$ cat config.mk
export PLATFORM = sky130hd
export DESIGN_NAME = pong_engine
export DESIGN_NICKNAME = d
export VERILOG_FILES = /design/src/rtl/pong_pkg.sv /design/src/rtl/pong_paddle.sv /design/src/rtl/pong_shapes.sv /design/src/rtl/pong_hits.sv /design/src/rtl/pong_ball.sv /design/src/rtl/pong_engine.sv
export SDC_FILE = /design/constraint.sdc
export NUM_CORES = 1
export LEC_CHECK = 0
export BUFFER_PORTS_ARGS = -buffer_cell sky130_fd_sc_hd__buf_2
export CORE_MARGIN = 2
export CORE_UTILIZATION = 55
export DETAILED_ROUTE_END_ITERATION = 8
export GPL_ROUTABILITY_DRIVEN = 0
export GPL_TIMING_DRIVEN = 0
export PLACE_DENSITY_LB_ADDON = 0.05
export SLEW_MARGIN = 20
export SYNTH_ARGS = -nofsm -noshare
export SYNTH_HDL_FRONTEND = slang
export SYNTH_SLANG_ARGS = --single-unit
$ cat constraint.sdc
create_clock -name clk -period 4.75 [get_ports clk]
set_clock_uncertainty 0.2 [all_clocks]
set_input_delay 0.2375 -clock clk [delete_from_list [all_inputs] [get_ports clk]]
set_output_delay 0.2375 -clock clk [all_outputs]
set_load 0.03 [all_outputs]
$ cat src/rtl/pong_pkg.sv
// Shared types for the game engine: the hit-flag layout, the colour triple
// and the palette lookup. Assumes single-bit colour channels.
package pong_pkg;

    // Bit 0 left, bit 1 right, bit 2 top, bit 3 bottom.
    typedef struct packed {
        logic bot;
        logic top;
        logic rgt;
        logic lft;
    } hit_t;

    typedef struct packed {
        logic r;
        logic g;
        logic b;
    } rgb_t;

    typedef enum logic [1:0] {
        OBJ_BALL = 2'd0,
        OBJ_PAD  = 2'd1,
        OBJ_BRD  = 2'd2
    } obj_e;

    // Colour of one object under one palette setting.
    function automatic rgb_t obj_color(input logic [1:0] pal, input obj_e obj);
        rgb_t c;
        c = '{r: 1'b1, g: 1'b1, b: 1'b1};
        case (pal)
            2'd1: case (obj)
                OBJ_BALL: c = '{r: 1'b1, g: 1'b0, b: 1'b0};
                OBJ_PAD:  c = '{r: 1'b1, g: 1'b1, b: 1'b0};
                default:  c = '{r: 1'b1, g: 1'b1, b: 1'b1};
            endcase
            2'd2: case (obj)
                OBJ_BALL: c = '{r: 1'b1, g: 1'b1, b: 1'b0};
                OBJ_PAD:  c = '{r: 1'b1, g: 1'b0, b: 1'b0};
                default:  c = '{r: 1'b0, g: 1'b0, b: 1'b1};
            endcase
            2'd3: case (obj)
                OBJ_BALL: c = '{r: 1'b0, g: 1'b1, b: 1'b0};
                OBJ_PAD:  c = '{r: 1'b0, g: 1'b1, b: 1'b1};
                default:  c = '{r: 1'b1, g: 1'b0, b: 1'b1};
            endcase
            default: c = '{r: 1'b1, g: 1'b1, b: 1'b1};
        endcase
        return c;
    endfunction

endpackage

$ cat src/rtl/pong_paddle.sv
// Paddle placement: picks the encoder value or a position centred on the ball,
// then clamps it so the whole paddle stays inside the active width.
// Assumes PAD_W >= BALL and PAD_W < H_ACT.
module pong_paddle #(
    parameter int H_ACT = 640,
    parameter int PAD_W = 80,
    parameter int BALL  = 16,
    parameter int XW    = 10
) (
    input  logic          auto_pad,
    input  logic [XW-1:0] enc_pos,
    input  logic [XW-1:0] ball_x,
    output logic [XW-1:0] pad_x
);
    localparam logic [XW-1:0] MAXX = XW'(H_ACT - PAD_W);
    localparam logic [XW-1:0] OFFS = XW'(PAD_W / 2 - BALL / 2);

    logic [XW-1:0] want;

    // Select the requested position and clamp it to the right limit.
    always_comb begin
        if (auto_pad) begin
            want = (ball_x < OFFS) ? '0 : ball_x - OFFS;
        end else begin
            want = enc_pos;
        end
        pad_x = (want > MAXX) ? MAXX : want;
    end
endmodule

$ cat src/rtl/pong_shapes.sv
// Pixel classification: says whether the current beam position lies on the
// ball, on the paddle or on the frame border. Purely combinational.
// Assumes coordinates plus object sizes fit in XW+1 bits.
module pong_shapes #(
    parameter int H_ACT = 640,
    parameter int V_ACT = 480,
    parameter int BRD   = 8,
    parameter int BALL  = 16,
    parameter int PAD_W = 80,
    parameter int PAD_H = 8,
    parameter int PAD_Y = 460,
    parameter int XW    = 10
) (
    input  logic [XW-1:0] beam_x,
    input  logic [XW-1:0] beam_y,
    input  logic [XW-1:0] ball_x,
    input  logic [XW-1:0] ball_y,
    input  logic [XW-1:0] pad_x,
    output logic          on_ball,
    output logic          on_pad,
    output logic          on_brd
);
    localparam int CW = XW + 1;

    logic [CW-1:0] ex, ey, bx, by, px;

    assign ex = CW'(beam_x);
    assign ey = CW'(beam_y);
    assign bx = CW'(ball_x);
    assign by = CW'(ball_y);
    assign px = CW'(pad_x);

    // Range tests for the three drawn objects.
    always_comb begin
        on_ball = (ex >= bx) && (ex < bx + CW'(BALL)) &&
                  (ey >= by) && (ey < by + CW'(BALL));
        on_pad  = (ex >= px) && (ex < px + CW'(PAD_W)) &&
                  (ey >= CW'(PAD_Y)) && (ey < CW'(PAD_Y + PAD_H));
        on_brd  = (ex < CW'(BRD)) || (ex >= CW'(H_ACT - BRD)) ||
                  (ey < CW'(BRD)) || (ey >= CW'(V_ACT - BRD));
    end
endmodule

$ cat src/rtl/pong_hits.sv
// Collision collector: four probe pixels on the ball's edges. A probe that
// meets an obstacle pixel during a visible pixel strobe sets a sticky flag.
// All flags clear on the frame update strobe. Assumes BALL is even.
module pong_hits
    import pong_pkg::*;
#(
    parameter int BALL = 16,
    parameter int XW   = 10
) (
    input  logic          clk,
    input  logic          rst_n,
    input  logic          pix_en,
    input  logic          in_disp,
    input  logic          tick,
    input  logic          obst,
    input  logic [XW-1:0] beam_x,
    input  logic [XW-1:0] beam_y,
    input  logic [XW-1:0] ball_x,
    input  logic [XW-1:0] ball_y,
    output hit_t          hits
);
    localparam logic [XW-1:0] HALF = XW'(BALL / 2);
    localparam logic [XW-1:0] LAST = XW'(BALL - 1);

    logic [XW-1:0] mid_x, mid_y, far_x, far_y;
    hit_t          probe;

    assign mid_x = ball_x + HALF;
    assign mid_y = ball_y + HALF;
    assign far_x = ball_x + LAST;
    assign far_y = ball_y + LAST;

    // Which edge probe, if any, the beam sits on.
    always_comb begin
        probe.lft = (beam_x == ball_x) && (beam_y == mid_y);
        probe.rgt = (beam_x == far_x)  && (beam_y == mid_y);
        probe.top = (beam_x == mid_x)  && (beam_y == ball_y);
        probe.bot = (beam_x == mid_x)  && (beam_y == far_y);
    end

    // Sticky flags: set on contact, cleared by the frame update.
    always_ff @(posedge clk) begin
        if (!rst_n) begin
            hits <= '0;
        end else if (tick) begin
            hits <= '0;
        end else if (pix_en && in_disp && obst) begin
            hits <= hit_t'(hits | probe);
        end
    end
endmodule

$ cat src/rtl/pong_ball.sv
// Ball motion: once per frame, reverses direction on each flagged side and
// steps one pixel on each axis. Resets to mid-screen heading right and down.
// Assumes the border keeps the ball away from the coordinate wrap.
module pong_ball
    import pong_pkg::*;
#(
    parameter int H_ACT = 640,
    parameter int V_ACT = 480,
    parameter int BALL  = 16,
    parameter int XW    = 10
) (
    input  logic          clk,
    input  logic          rst_n,
    input  logic          tick,
    input  hit_t          hits,
    output logic [XW-1:0] ball_x,
    output logic [XW-1:0] ball_y
);
    localparam logic [XW-1:0] X0 = XW'((H_ACT - BALL) / 2);
    localparam logic [XW-1:0] Y0 = XW'((V_ACT - BALL) / 2);

    logic go_right, go_down;
    logic nxt_right, nxt_down;

    // Next direction from the flags gathered over the frame.
    always_comb begin
        nxt_right = go_right;
        nxt_down  = go_down;
        if (hits.lft) begin
            nxt_right = 1'b1;
        end else if (hits.rgt) begin
            nxt_right = 1'b0;
        end
        if (hits.top) begin
            nxt_down = 1'b1;
        end else if (hits.bot) begin
            nxt_down = 1'b0;
        end
    end

    // Position and direction registers, advanced on the frame update.
    always_ff @(posedge clk) begin
        if (!rst_n) begin
            ball_x   <= X0;
            ball_y   <= Y0;
            go_right <= 1'b1;
            go_down  <= 1'b1;
        end else if (tick) begin
            go_right <= nxt_right;
            go_down  <= nxt_down;
            ball_x   <= nxt_right ? ball_x + 1'b1 : ball_x - 1'b1;
            ball_y   <= nxt_down  ? ball_y + 1'b1 : ball_y - 1'b1;
        end
    end
endmodule

$ cat src/rtl/pong_engine.sv
// Top of the game engine. Takes beam coordinates from an external timing
// generator and produces 1-bit colour channels plus latched hit flags.
// Assumes beam_y reaches V_ACT at beam_x == 0 once per frame with pix_en high.
module pong_engine
    import pong_pkg::*;
#(
    parameter int H_ACT = 640,
    parameter int V_ACT = 480,
    parameter int BRD   = 8,
    parameter int BALL  = 16,
    parameter int PAD_W = 80,
    parameter int PAD_H = 8,
    parameter int PAD_Y = 460,
    parameter int XW    = 10
) (
    input  logic          clk,
    input  logic          rst_n,
    input  logic          pix_en,
    input  logic          in_disp,
    input  logic [XW-1:0] beam_x,
    input  logic [XW-1:0] beam_y,
    input  logic [XW-1:0] enc_pos,
    input  logic          auto_pad,
    input  logic [1:0]    palette,
    output logic          red,
    output logic          green,
    output logic          blue,
    output logic [3:0]    hit_flags
);
    localparam logic [XW-1:0] UPD_ROW = XW'(V_ACT);

    logic [XW-1:0] ball_x, ball_y, pad_x;
    logic          on_ball, on_pad, on_brd;
    logic          tick;
    hit_t          hits;
    rgb_t          pix;

    // Frame update strobe: first pixel of the first line below the picture.
    assign tick = pix_en && (beam_y == UPD_ROW) && (beam_x == '0);

    pong_paddle #(.H_ACT(H_ACT), .PAD_W(PAD_W), .BALL(BALL), .XW(XW)) paddle_i (
        .auto_pad (auto_pad),
        .enc_pos  (enc_pos),
        .ball_x   (ball_x),
        .pad_x    (pad_x)
    );

    pong_shapes #(
        .H_ACT(H_ACT), .V_ACT(V_ACT), .BRD(BRD), .BALL(BALL),
        .PAD_W(PAD_W), .PAD_H(PAD_H), .PAD_Y(PAD_Y), .XW(XW)
    ) shapes_i (
        .beam_x  (beam_x),
        .beam_y  (beam_y),
        .ball_x  (ball_x),
        .ball_y  (ball_y),
        .pad_x   (pad_x),
        .on_ball (on_ball),
        .on_pad  (on_pad),
        .on_brd  (on_brd)
    );

    pong_hits #(.BALL(BALL), .XW(XW)) hits_i (
        .clk     (clk),
        .rst_n   (rst_n),
        .pix_en  (pix_en),
        .in_disp (in_disp),
        .tick    (tick),
        .obst    (on_brd | on_pad),
        .beam_x  (beam_x),
        .beam_y  (beam_y),
        .ball_x  (ball_x),
        .ball_y  (ball_y),
        .hits    (hits)
    );

    pong_ball #(.H_ACT(H_ACT), .V_ACT(V_ACT), .BALL(BALL), .XW(XW)) ball_i (
        .clk    (clk),
        .rst_n  (rst_n),
        .tick   (tick),
        .hits   (hits),
        .ball_x (ball_x),
        .ball_y (ball_y)
    );

    // Colour pick by object priority, blanked outside the picture.
    always_comb begin
        pix = '0;
        if (in_disp) begin
            if (on_ball) begin
                pix = obj_color(palette, OBJ_BALL);
            end else if (on_pad) begin
                pix = obj_color(palette, OBJ_PAD);
            end else if (on_brd) begin
                pix = obj_color(palette, OBJ_BRD);
            end
        end
    end

    assign red       = pix.r;
    assign green     = pix.g;
    assign blue      = pix.b;
    assign hit_flags = hits;
endmodule

==> results of run 1 <==
[flip-flops by register name (all words and copies together) (netlist names)]
signal	cells
ball_i.go_down	1
ball_i.go_right	1
hits_i.hits	4
ball_i.ball_y	10
ball_i.ball_x	10
[logic make-up after synthesis]
family,after synthesis
AOI/OAI and AO/OA,143
muxes,3
adders and majority gates,82
and+or+nand+nor,203
DFF,26
buffers and inverters,57
xor gates and xnor gates,57
[timing repair]
action,in CTS,in global routing
cloned,0,0
pin swaps,19,19
setup endpoints to repair,7,7
hold buffers,0,0
buffers inserted,23,7
resized for setup,21,18
[power breakdown]
group / internal, mW / leakage, nW / switching (mW)
registers: 0.217 / 0.211 / 0.000000231
logic: 0.0977 / 2.04 / 0.126
clock network: 0.113 / 0.0357 / 0.0717
[tightest hold or removal path, cell delays in order]
cell and delay (ns):
clkbuf_1 0.21, nand2_1 0.12, o21ai_1 0.06
[cell type report]
type | instances | area share
multi-input combinational | 488 | 0.731
sequential | 26 | 0.104
timing repair buffer | 70 | 0.0852
inverter | 44 | 0.0323
tap | 102 | 0.0250
buffer | 11 | 0.00857
clock buffer | 3 | 0.00808
clock inverter | 1 | 0.00588
[path summary, 6_finish.rpt]
check                                         to  slack [ns]  cells past startpoint
worst max-delay path                         red       -0.34                     19
worst min-delay path            ball_i.ball_x[6]        0.19                      3
worst max register to register    hits_i.hits[3]        0.15                     19
worst min register to register   ball_i.go_right        0.27                      2
[metal layers]
metal  share of wire  GRT usage
met1            0.48      0.393
met2            0.46      0.498
met3           0.045     0.0146
met4           0.021     0.0723
met5               0          0
[metrics by stage]
stage	instances	utilization	setup TNS, ns	setup slack [ns]	hold slack, ns
4_1_cts	741	0.648	-0.894	-0.371	0.202
3_5_place_dp	715	0.609	-2.70	-0.653	0.257
6_report	745	0.665	-0.935	-0.343	0.185
3_3_place_gp	715	0.609	-1.94	-0.562	0.249
2_1_floorplan	571	-	-0.105	-0.105	0.241
5_1_grt	745	0.665	-1.31	-0.475	0.238
[placed cells by master, fill, tap and decap left out, types with 9 or more instances in the layout]
cell type / instances
a21oi_1: 34
buf_2: 40
buf_4: 29
dfxtp_1: 21
ha_1: 77
inv_1: 41
nand2_1: 53
nand2b_1: 11
nand3_1: 31
nand4_1: 9
nor2_1: 30
nor3_1: 13
nor4_1: 10
o211ai_1: 14
o21ai_0: 13
o21ai_1: 14
xnor2_1: 43
xor2_1: 13
==> flow_metrics.env, run 1 <==
export IMPL_htree_levels=1
export IMPL_grt_total_usage=0.288
export IMPL_seq_area_um2=532
export IMPL_synth_seq_cells=26
export IMPL_vdd_ir_drop_max_mv=0.144
export IMPL_required_ns=4.31
export IMPL_cts_root_buf="clkbuf_8"
export IMPL_initial_core_util=0.563
export IMPL_io_buffer_count=42
export IMPL_ant_nets=0
export IMPL_wl_mm=12.6
export IMPL_grt_max_degree=16
export IMPL_layout_drive_gt1_share=0.173
export IMPL_p_leak_nw=2.29
export IMPL_violations="negative setup slack"
export IMPL_synth_top_family_by_area="simple AND/OR/NAND/NOR gates"
export IMPL_synthCells=571
export IMPL_n_antenna_cell=0
export IMPL_setup_violations=3
export IMPL_synth_common_cells="ha_1, nand2_1, xnor2_1, inv_1, a21oi_1"
export IMPL_relSlewSlack=0.354
export IMPL_core_area_um2=7690
export IMPL_path_cells="or4_4 -> o21ai_4 -> o22a_1 -> nor2_2 -> nor4_4 -> nor2_4 -> a211o_1 -> ha_4 -> o21ai_2 -> xnor2_1 -> nand2_1 -> ha_4 -> a21o_1 -> a2111oi_4 -> nand3_2 -> or2_4 -> a21o_1 -> a21oi_2 -> buf_6"
export IMPL_fin_crit_sh=1.07
export IMPL_die_h_um=92.7
export IMPL_crit_path_start="ball_i.ball_x[6]"
export IMPL_synthSimpleGateAreaFrac=0.244
export IMPL_cts_sinks=26
export IMPL_grt_pass1_vias=4316
export IMPL_n_fill_cell=688
export IMPL_yosysSeqAreaShare=0.120
export IMPL_via_count=4480
export IMPL_drt_iter0_markers=311
export IMPL_worstHoldPathType="in2reg"
export IMPL_synth_xor_area_frac=0.115
export IMPL_ys_flop_type="dfxtp_1"
export IMPL_synthMuxAreaShare=0.00693
export IMPL_ios=44
export IMPL_finalMaxSlewViolations=0
export IMPL_fin_nets=763
export IMPL_hold_start="rst_n"
export IMPL_dr_pass1_iters=5
export IMPL_maxCapViolCount=0
export IMPL_syn_area_per_cell_um2=7.59
export IMPL_wl_per_cell_um=16.9
export IMPL_cts_max_path_buffers=2
export IMPL_fin_ws_ns=-0.343
export IMPL_period_minus_slack_ns=5.09
export IMPL_path_class="reg2out"
export IMPL_dpl_instance_area_um2=4680
export IMPL_syn_area_um2=4330
export IMPL_end_kind="output port"
export IMPL_antenna_found_initial=0
export IMPL_rows=32
export IMPL_area_growth_syn_to_layout_pct=18.0
export IMPL_dp_hpwl_mm=9.76
export IMPL_finalHoldViolCount=0
export IMPL_multiInputGateArea_um2=3730
export IMPL_fmax_ghz=0.196
export IMPL_grt_first_pass_wirelength_mm=20.2
export IMPL_synth_area_top_cells="ha_1, dfxtp_1, xnor2_1"
export IMPL_die_x_um=92.7
export IMPL_crit_arrival_ns=4.66
export IMPL_cts_tree="yes"
export IMPL_clock_latency_ns=0.27
export IMPL_fin_area_um2=5110
export IMPL_synth_compound_area_frac=0.222
export IMPL_yosysMostFrequentCell="ha_1"
export IMPL_total_power_mw=0.625
export IMPL_async_flop_share=0
export IMPL_cpLargestDelayFamily="compound AO/OA/AOI/OAI gates"
export IMPL_viasPerCell=6.01
export IMPL_synth_distinct_cells=67
export IMPL_remaining_drc_errors=0
export IMPL_numCtsBuffers=3
export IMPL_tightest_slew_ns=0.968
export IMPL_clkTransAtPathRegs_ns=0.09
export IMPL_synth_adder_area_share=0.240
export IMPL_startpoint_type="flip-flop"
export IMPL_critPathSlowestCell="or4_4"
export IMPL_cp_max_fo=5
export IMPL_synth_edf_count=0
export IMPL_synth_top_area_share=0.231
export IMPL_rsz0062_at_grt="yes"
export IMPL_ys_warn_count=0
export IMPL_die_area_um2=8600
export IMPL_outcome="finished with violations"
export IMPL_powerDensity_nw_per_um2=122
export IMPL_max_stage_delay_ns=0.58
export IMPL_cp_buffers_inverters=1
export IMPL_grt_overflow_total=0
export IMPL_synth_nets=690
export IMPL_yosys_area_top_type="ha_1"
export IMPL_crit_reg2reg_launch="ball_i.ball_x[6]"
Power figures use the tool's default switching activity.
==> run 2, diff against run 1 <==
Settings changed: PLACE_DENSITY set to 0.76, PLACE_DENSITY_LB_ADDON 0.05 to unset.
==> flow_metrics.env, run 2 (same netlist as run 1, synthesis figures left out) <==
export IMPL_path_class="reg2out"
export IMPL_outcome="finished with violations"
export IMPL_path_cells="or4_4 -> o21ai_4 -> o2bb2ai_4 -> nor4_4 -> nor2_4 -> a211o_1 -> ha_4 -> o21ai_2 -> xnor2_1 -> nand2_1 -> ha_4 -> a21o_1 -> a2111oi_2 -> nand3_1 -> or2_4 -> a21o_1 -> a21oi_2 -> buf_6"
export IMPL_ios=44
export IMPL_maxCapViolCount=0
export IMPL_cts_max_path_buffers=2
export IMPL_wl_mm=12.8
export IMPL_clkPwrFrac=0.296
export IMPL_dp_slack_ns=-0.598
export IMPL_p_leak_nw=2.32
export IMPL_grt_total_usage=0.290
export IMPL_wl_per_cell_um=17.1
export IMPL_startpoint_type="flip-flop"
export IMPL_setup_violations=3
export IMPL_r2r_end="hits_i.hits[2]"
export IMPL_dr_pass1_iters=5
export IMPL_grt_overflow_total=0
export IMPL_antenna_found_initial=0
export IMPL_layout_cells_non_filler=750
export IMPL_grt_first_pass_wirelength_mm=20.4
export IMPL_n_antenna_cell=0
export IMPL_multiInputGateArea_um2=3730
export IMPL_end_kind="output port"
export IMPL_grt_pass1_vias=4386
export IMPL_switchingPower_mw=0.200
export IMPL_hold_start="rst_n"
export IMPL_cts_root_buf="clkbuf_8"
export IMPL_rows=32
export IMPL_ant_nets=0
export IMPL_fin_crit_sh=1.05
export IMPL_rsz0062_at_grt="yes"
export IMPL_clock_latency_ns=0.27
export IMPL_die_h_um=92.7
export IMPL_initial_core_util=0.563
export IMPL_via_count=4598
export IMPL_htree_levels=1
export IMPL_core_area_um2=7690
export IMPL_switching_share=0.318
export IMPL_clkTransAtPathRegs_ns=0.09
export IMPL_die_x_um=92.7
export IMPL_layout_drive_gt1_share=0.181
export IMPL_top_regs="ball_i.ball_x: 10 flops, ball_i.ball_y: 10 flops, hits_i.hits: 4 flops"
export IMPL_die_area_um2=8600
export IMPL_dp_hpwl_mm=9.73
export IMPL_p_int_mw=0.428
export IMPL_crit_reg2reg_launch="ball_i.ball_x[6]"
export IMPL_crit_arrival_ns=4.54
export IMPL_period_minus_slack_ns=4.98
export IMPL_n_fill_cell=640
export IMPL_numCtsBuffers=3
export IMPL_cts_tree="yes"
export IMPL_r2r_cells=20
export IMPL_cp_max_fo=5
export IMPL_tightest_slew_ns=0.926
export IMPL_required_ns=4.31
export IMPL_place_inst=715
export IMPL_cpLargestDelayFamily="compound AO/OA/AOI/OAI gates"
export IMPL_grt_max_degree=16
export IMPL_hold_depth=3
export IMPL_seq_power_share=0.345
export IMPL_fmax_ghz=0.201
export IMPL_relSlewSlack=0.383
export IMPL_drt_iter0_markers=259
export IMPL_seq_area_um2=532
export IMPL_violations="negative setup slack"
export IMPL_worstHoldPathType="in2reg"
export IMPL_p_comb_frac=0.359
export IMPL_vdd_ir_drop_max_mv=0.113
export IMPL_rrSetupSlack_ns=0.09
export IMPL_finalMaxSlewViolations=0
export IMPL_remaining_drc_errors=0
export IMPL_cts_sinks=26
export IMPL_io_buffer_count=42
export IMPL_mostFrequentLayoutCells="ha_1, nand2_1, xnor2_1"
export IMPL_cp_buffers_inverters=1
export IMPL_layout_commonest_cell="ha_1"
export IMPL_viasPerCell=6.13
export IMPL_min_to="ball_i.ball_x[6]"
export IMPL_finalHoldViolCount=0
export IMPL_total_power_mw=0.628
export IMPL_critPathSlowestCell="or4_4"
export IMPL_max_stage_delay_ns=0.56
export IMPL_area_growth_syn_to_layout_pct=18.6
export IMPL_fin_ws_ns=-0.231
export IMPL_powerDensity_nw_per_um2=122
export IMPL_fin_nets=768
-- run 2: repair_timing --
action / in CTS / in global routing
resized for setup: 20 / 21
hold buffers: 0 / 0
endpoints found under the setup margin: 7 / 7
pin swaps: 20 / 18
setup buffers: 22 / 13
-- run 2: cell type report --
type,instances,area share
multi-input cells,488,0.725
flip-flops and latches,26,0.103
repair buffers,74,0.0906
inverters,44,0.0321
well taps,102,0.0248
plain buffers,12,0.00974
clock buffers,3,0.00804
clock inverters,1,0.00584
-- run 2: metrics by stage --
step / hold WS, ns / util / instance area [um^2] / TNS [ns]
global placement: 0.252 / 0.609 / 4680 / -1.69
floorplan: 0.241 / - / 4340 / -0.105
detailed placement: 0.266 / 0.609 / 4680 / -2.35
finish: 0.180 / 0.668 / 5140 / -0.571
CTS: 0.186 / 0.646 / 4960 / -1.06
global route: 0.223 / 0.668 / 5140 / -1.52
-- run 2: how the worst max path moves through the flow --
| stage | startpoint | cells past startpoint | endpoint |
|---|---|---|---|
| 2_1_floorplan | ball_i.ball_x[6] | 19 | red |
| 3_3_place_gp | ball_i.ball_x[6] | 19 | blue |
| 3_5_place_dp | ball_i.ball_x[6] | 19 | blue |
| 4_1_cts | ball_i.ball_x[8] | 19 | red |
| 5_1_grt | ball_i.ball_x[6] | 18 | red |
| 6_report | ball_i.ball_x[6] | 18 | red |
-- run 2: power by group through the flow --
| stage | sequential (mW) | clock (mW) | combinational [mW] |
|---|---|---|---|
| floorplan | 0.223 | 0 | 0.122 |
| global placement | 0.223 | 0 | 0.179 |
| detailed placement | 0.223 | 0 | 0.186 |
| CTS | 0.217 | 0.188 | 0.203 |
| global route | 0.217 | 0.193 | 0.245 |
| finish | 0.217 | 0.186 | 0.226 |
-- run 2: worst register-to-register path: cells and delay by family, from the launching register on --
family | cells | cell delay (ns)
flip-flops | 1 | 0.36
AO/OA/AOI/OAI | 8 | 1.60
buffers and inverters | 3 | 0.42
adder cells (fa/ha/maj) | 2 | 0.42
AND/OR/NAND/NOR | 6 | 1.49
XOR/XNOR | 1 | 0.13
-- run 2: layer usage --
layer | GRT usage | wire length [um]
met1 | 0.377 | 5620
met2 | 0.484 | 5840
met3 | 0.0155 | 664
met4 | 0.150 | 681
met5 | 0 | 0
==> run 3, diff against run 2 <==
Settings changed: MAX_ROUTING_LAYER set to met4.
==> flow_metrics.env, run 3 (same netlist as run 1, synthesis figures left out) <==
export IMPL_fin_nets=768
export IMPL_layout_drive_gt1_share=0.181
export IMPL_drt_iter0_markers=287
export IMPL_finalSetupTns_ns=-0.557
export IMPL_fmax_ghz=0.201
export IMPL_hold_ws_ns=0.174
export IMPL_mostFrequentLayoutCells="ha_1, nand2_1, xnor2_1"
export IMPL_maxCapViolCount=0
export IMPL_dp_slack_ns=-0.598
export IMPL_ios=44
export IMPL_tightest_slew_ns=0.941
export IMPL_dr_pass1_iters=5
export IMPL_period_minus_slack_ns=4.98
export IMPL_wl_per_cell_um=17.1
export IMPL_numCtsBuffers=3
export IMPL_cp_max_fo=5
export IMPL_remaining_drc_errors=0
export IMPL_core_area_um2=7690
export IMPL_grt_overflow_total=0
export IMPL_outcome="finished with violations"
export IMPL_die_x_um=92.7
export IMPL_wl_mm=12.8
export IMPL_grt_total_usage=0.298
export IMPL_grt_max_degree=16
export IMPL_fin_crit_sh=1.05
export IMPL_finalMaxSlewViolations=0
export IMPL_clkTransAtPathRegs_ns=0.09
export IMPL_required_ns=4.31
export IMPL_startpoint_type="flip-flop"
export IMPL_p_leak_nw=2.32
export IMPL_layout_commonest_cell="ha_1"
export IMPL_clock_latency_ns=0.28
export IMPL_area_growth_syn_to_layout_pct=18.6
export IMPL_finalHoldViolCount=0
export IMPL_path_class="reg2out"
export IMPL_postLayoutCoreUtil=0.668
export IMPL_place_inst=715
export IMPL_worstHoldPathType="in2reg"
export IMPL_relSlewSlack=0.373
export IMPL_viasPerCell=6.18
export IMPL_n_fill_cell=640
export IMPL_cts_sinks=26
export IMPL_fin_ws_ns=-0.227
export IMPL_via_count=4634
export IMPL_powerDensity_nw_per_um2=123
export IMPL_io_buffer_count=42
export IMPL_grt_pass1_vias=4386
export IMPL_cts_tree="yes"
export IMPL_dp_hpwl_mm=9.73
export IMPL_postCtsHoldBufs=0
export IMPL_die_area_um2=8600
export IMPL_htree_levels=1
export IMPL_n_antenna_cell=0
export IMPL_rows=32
export IMPL_ant_nets=0
export IMPL_cts_max_path_buffers=2
export IMPL_rsz0062_at_grt="yes"
export IMPL_cts_root_buf="clkbuf_8"
export IMPL_violations="negative setup slack"
export IMPL_top_regs="ball_i.ball_x: 10 flops, ball_i.ball_y: 10 flops, hits_i.hits: 4 flops"
export IMPL_grt_first_pass_wirelength_mm=20.4
export IMPL_end_kind="output port"
export IMPL_initial_core_util=0.563
export IMPL_antenna_found_initial=0
export IMPL_crit_arrival_ns=4.54
export IMPL_die_h_um=92.7
export IMPL_setup_violations=3
export IMPL_layout_cells_non_filler=750
export IMPL_vdd_ir_drop_max_mv=0.113
==> run 3: cell counts in the layout (fill, tap and decap cells not counted) <==
No cell type changed its count.
==> run 3: layout make-up <==
cell class                      instances  area [um^2]  area share
Multi-Input combinational cell        488         3730       0.725
Sequential cell                        26          532       0.103
Timing Repair Buffer                   74          465      0.0906
Inverter                               44          165      0.0321
Tap cell                              102          128      0.0248
Buffer                                 12         50.0     0.00974
Clock buffer                            3         41.3     0.00804
Clock inverter                          1         30.0     0.00584
==> run 3: routing by layer <==
| layer | track usage | vias up | wire length (um) |
|---|---|---|---|
| met4 | 0.150 | 0 | 659 |
| li1 | - | 2247 | - |
| met3 | 0.0155 | 50 | 570 |
| met5 | - | - | 0 |
| met2 | 0.484 | 164 | 5850 |
| met1 | 0.378 | 2173 | 5770 |
==> run 3: critical path, stage by stage (launching register included) <==
cell	delay, ns
dfxtp_4	0.36
or4_4	0.56
o21ai_4	0.26
o2bb2ai_4	0.12
nor4_4	0.39
nor2_4	0.07
a211o_1	0.29
ha_4	0.18
o21ai_2	0.12
xnor2_1	0.13
nand2_1	0.11
ha_4	0.24
a21o_1	0.16
a2111oi_2	0.35
nand3_1	0.17
or2_4	0.30
a21o_1	0.16
a21oi_2	0.13
buf_6	0.14
==> run 3: repair_timing <==
| item | 4_1_cts | 5_1_grt |
|---|---|---|
| gates resized for setup | 20 | 21 |
| setup endpoints to repair | 7 | 7 |
| pin swaps | 20 | 18 |
| buffers inserted | 22 | 13 |
==> run 3: final timing paths <==
path                     from                to  slack [ns]  cells after the start
max          ball_i.ball_x[6]               red       -0.23                     18
min reg2reg   ball_i.go_right   ball_i.go_right        0.29                      2
max reg2reg  ball_i.ball_x[6]    hits_i.hits[2]        0.10                     20
min                     rst_n  ball_i.ball_x[9]        0.17                      3
==> run 3: report_power, final <==
| group | internal (mW) | switching [mW] |
|---|---|---|
| combinational | 0.0991 | 0.127 |
| clock | 0.113 | 0.0757 |
| sequential | 0.217 | 0.000000233 |
| total | 0.429 | 0.202 |
==> run 3: per-stage QoR <==
| stage | area, um^2 | power [mW] |
|---|---|---|
| finish | 5140 | 0.631 |
| global route | 5140 | 0.655 |
| CTS | 4960 | 0.608 |
| detailed placement | 4680 | 0.409 |
| global placement | 4680 | 0.402 |
| floorplan | 4340 | 0.345 |
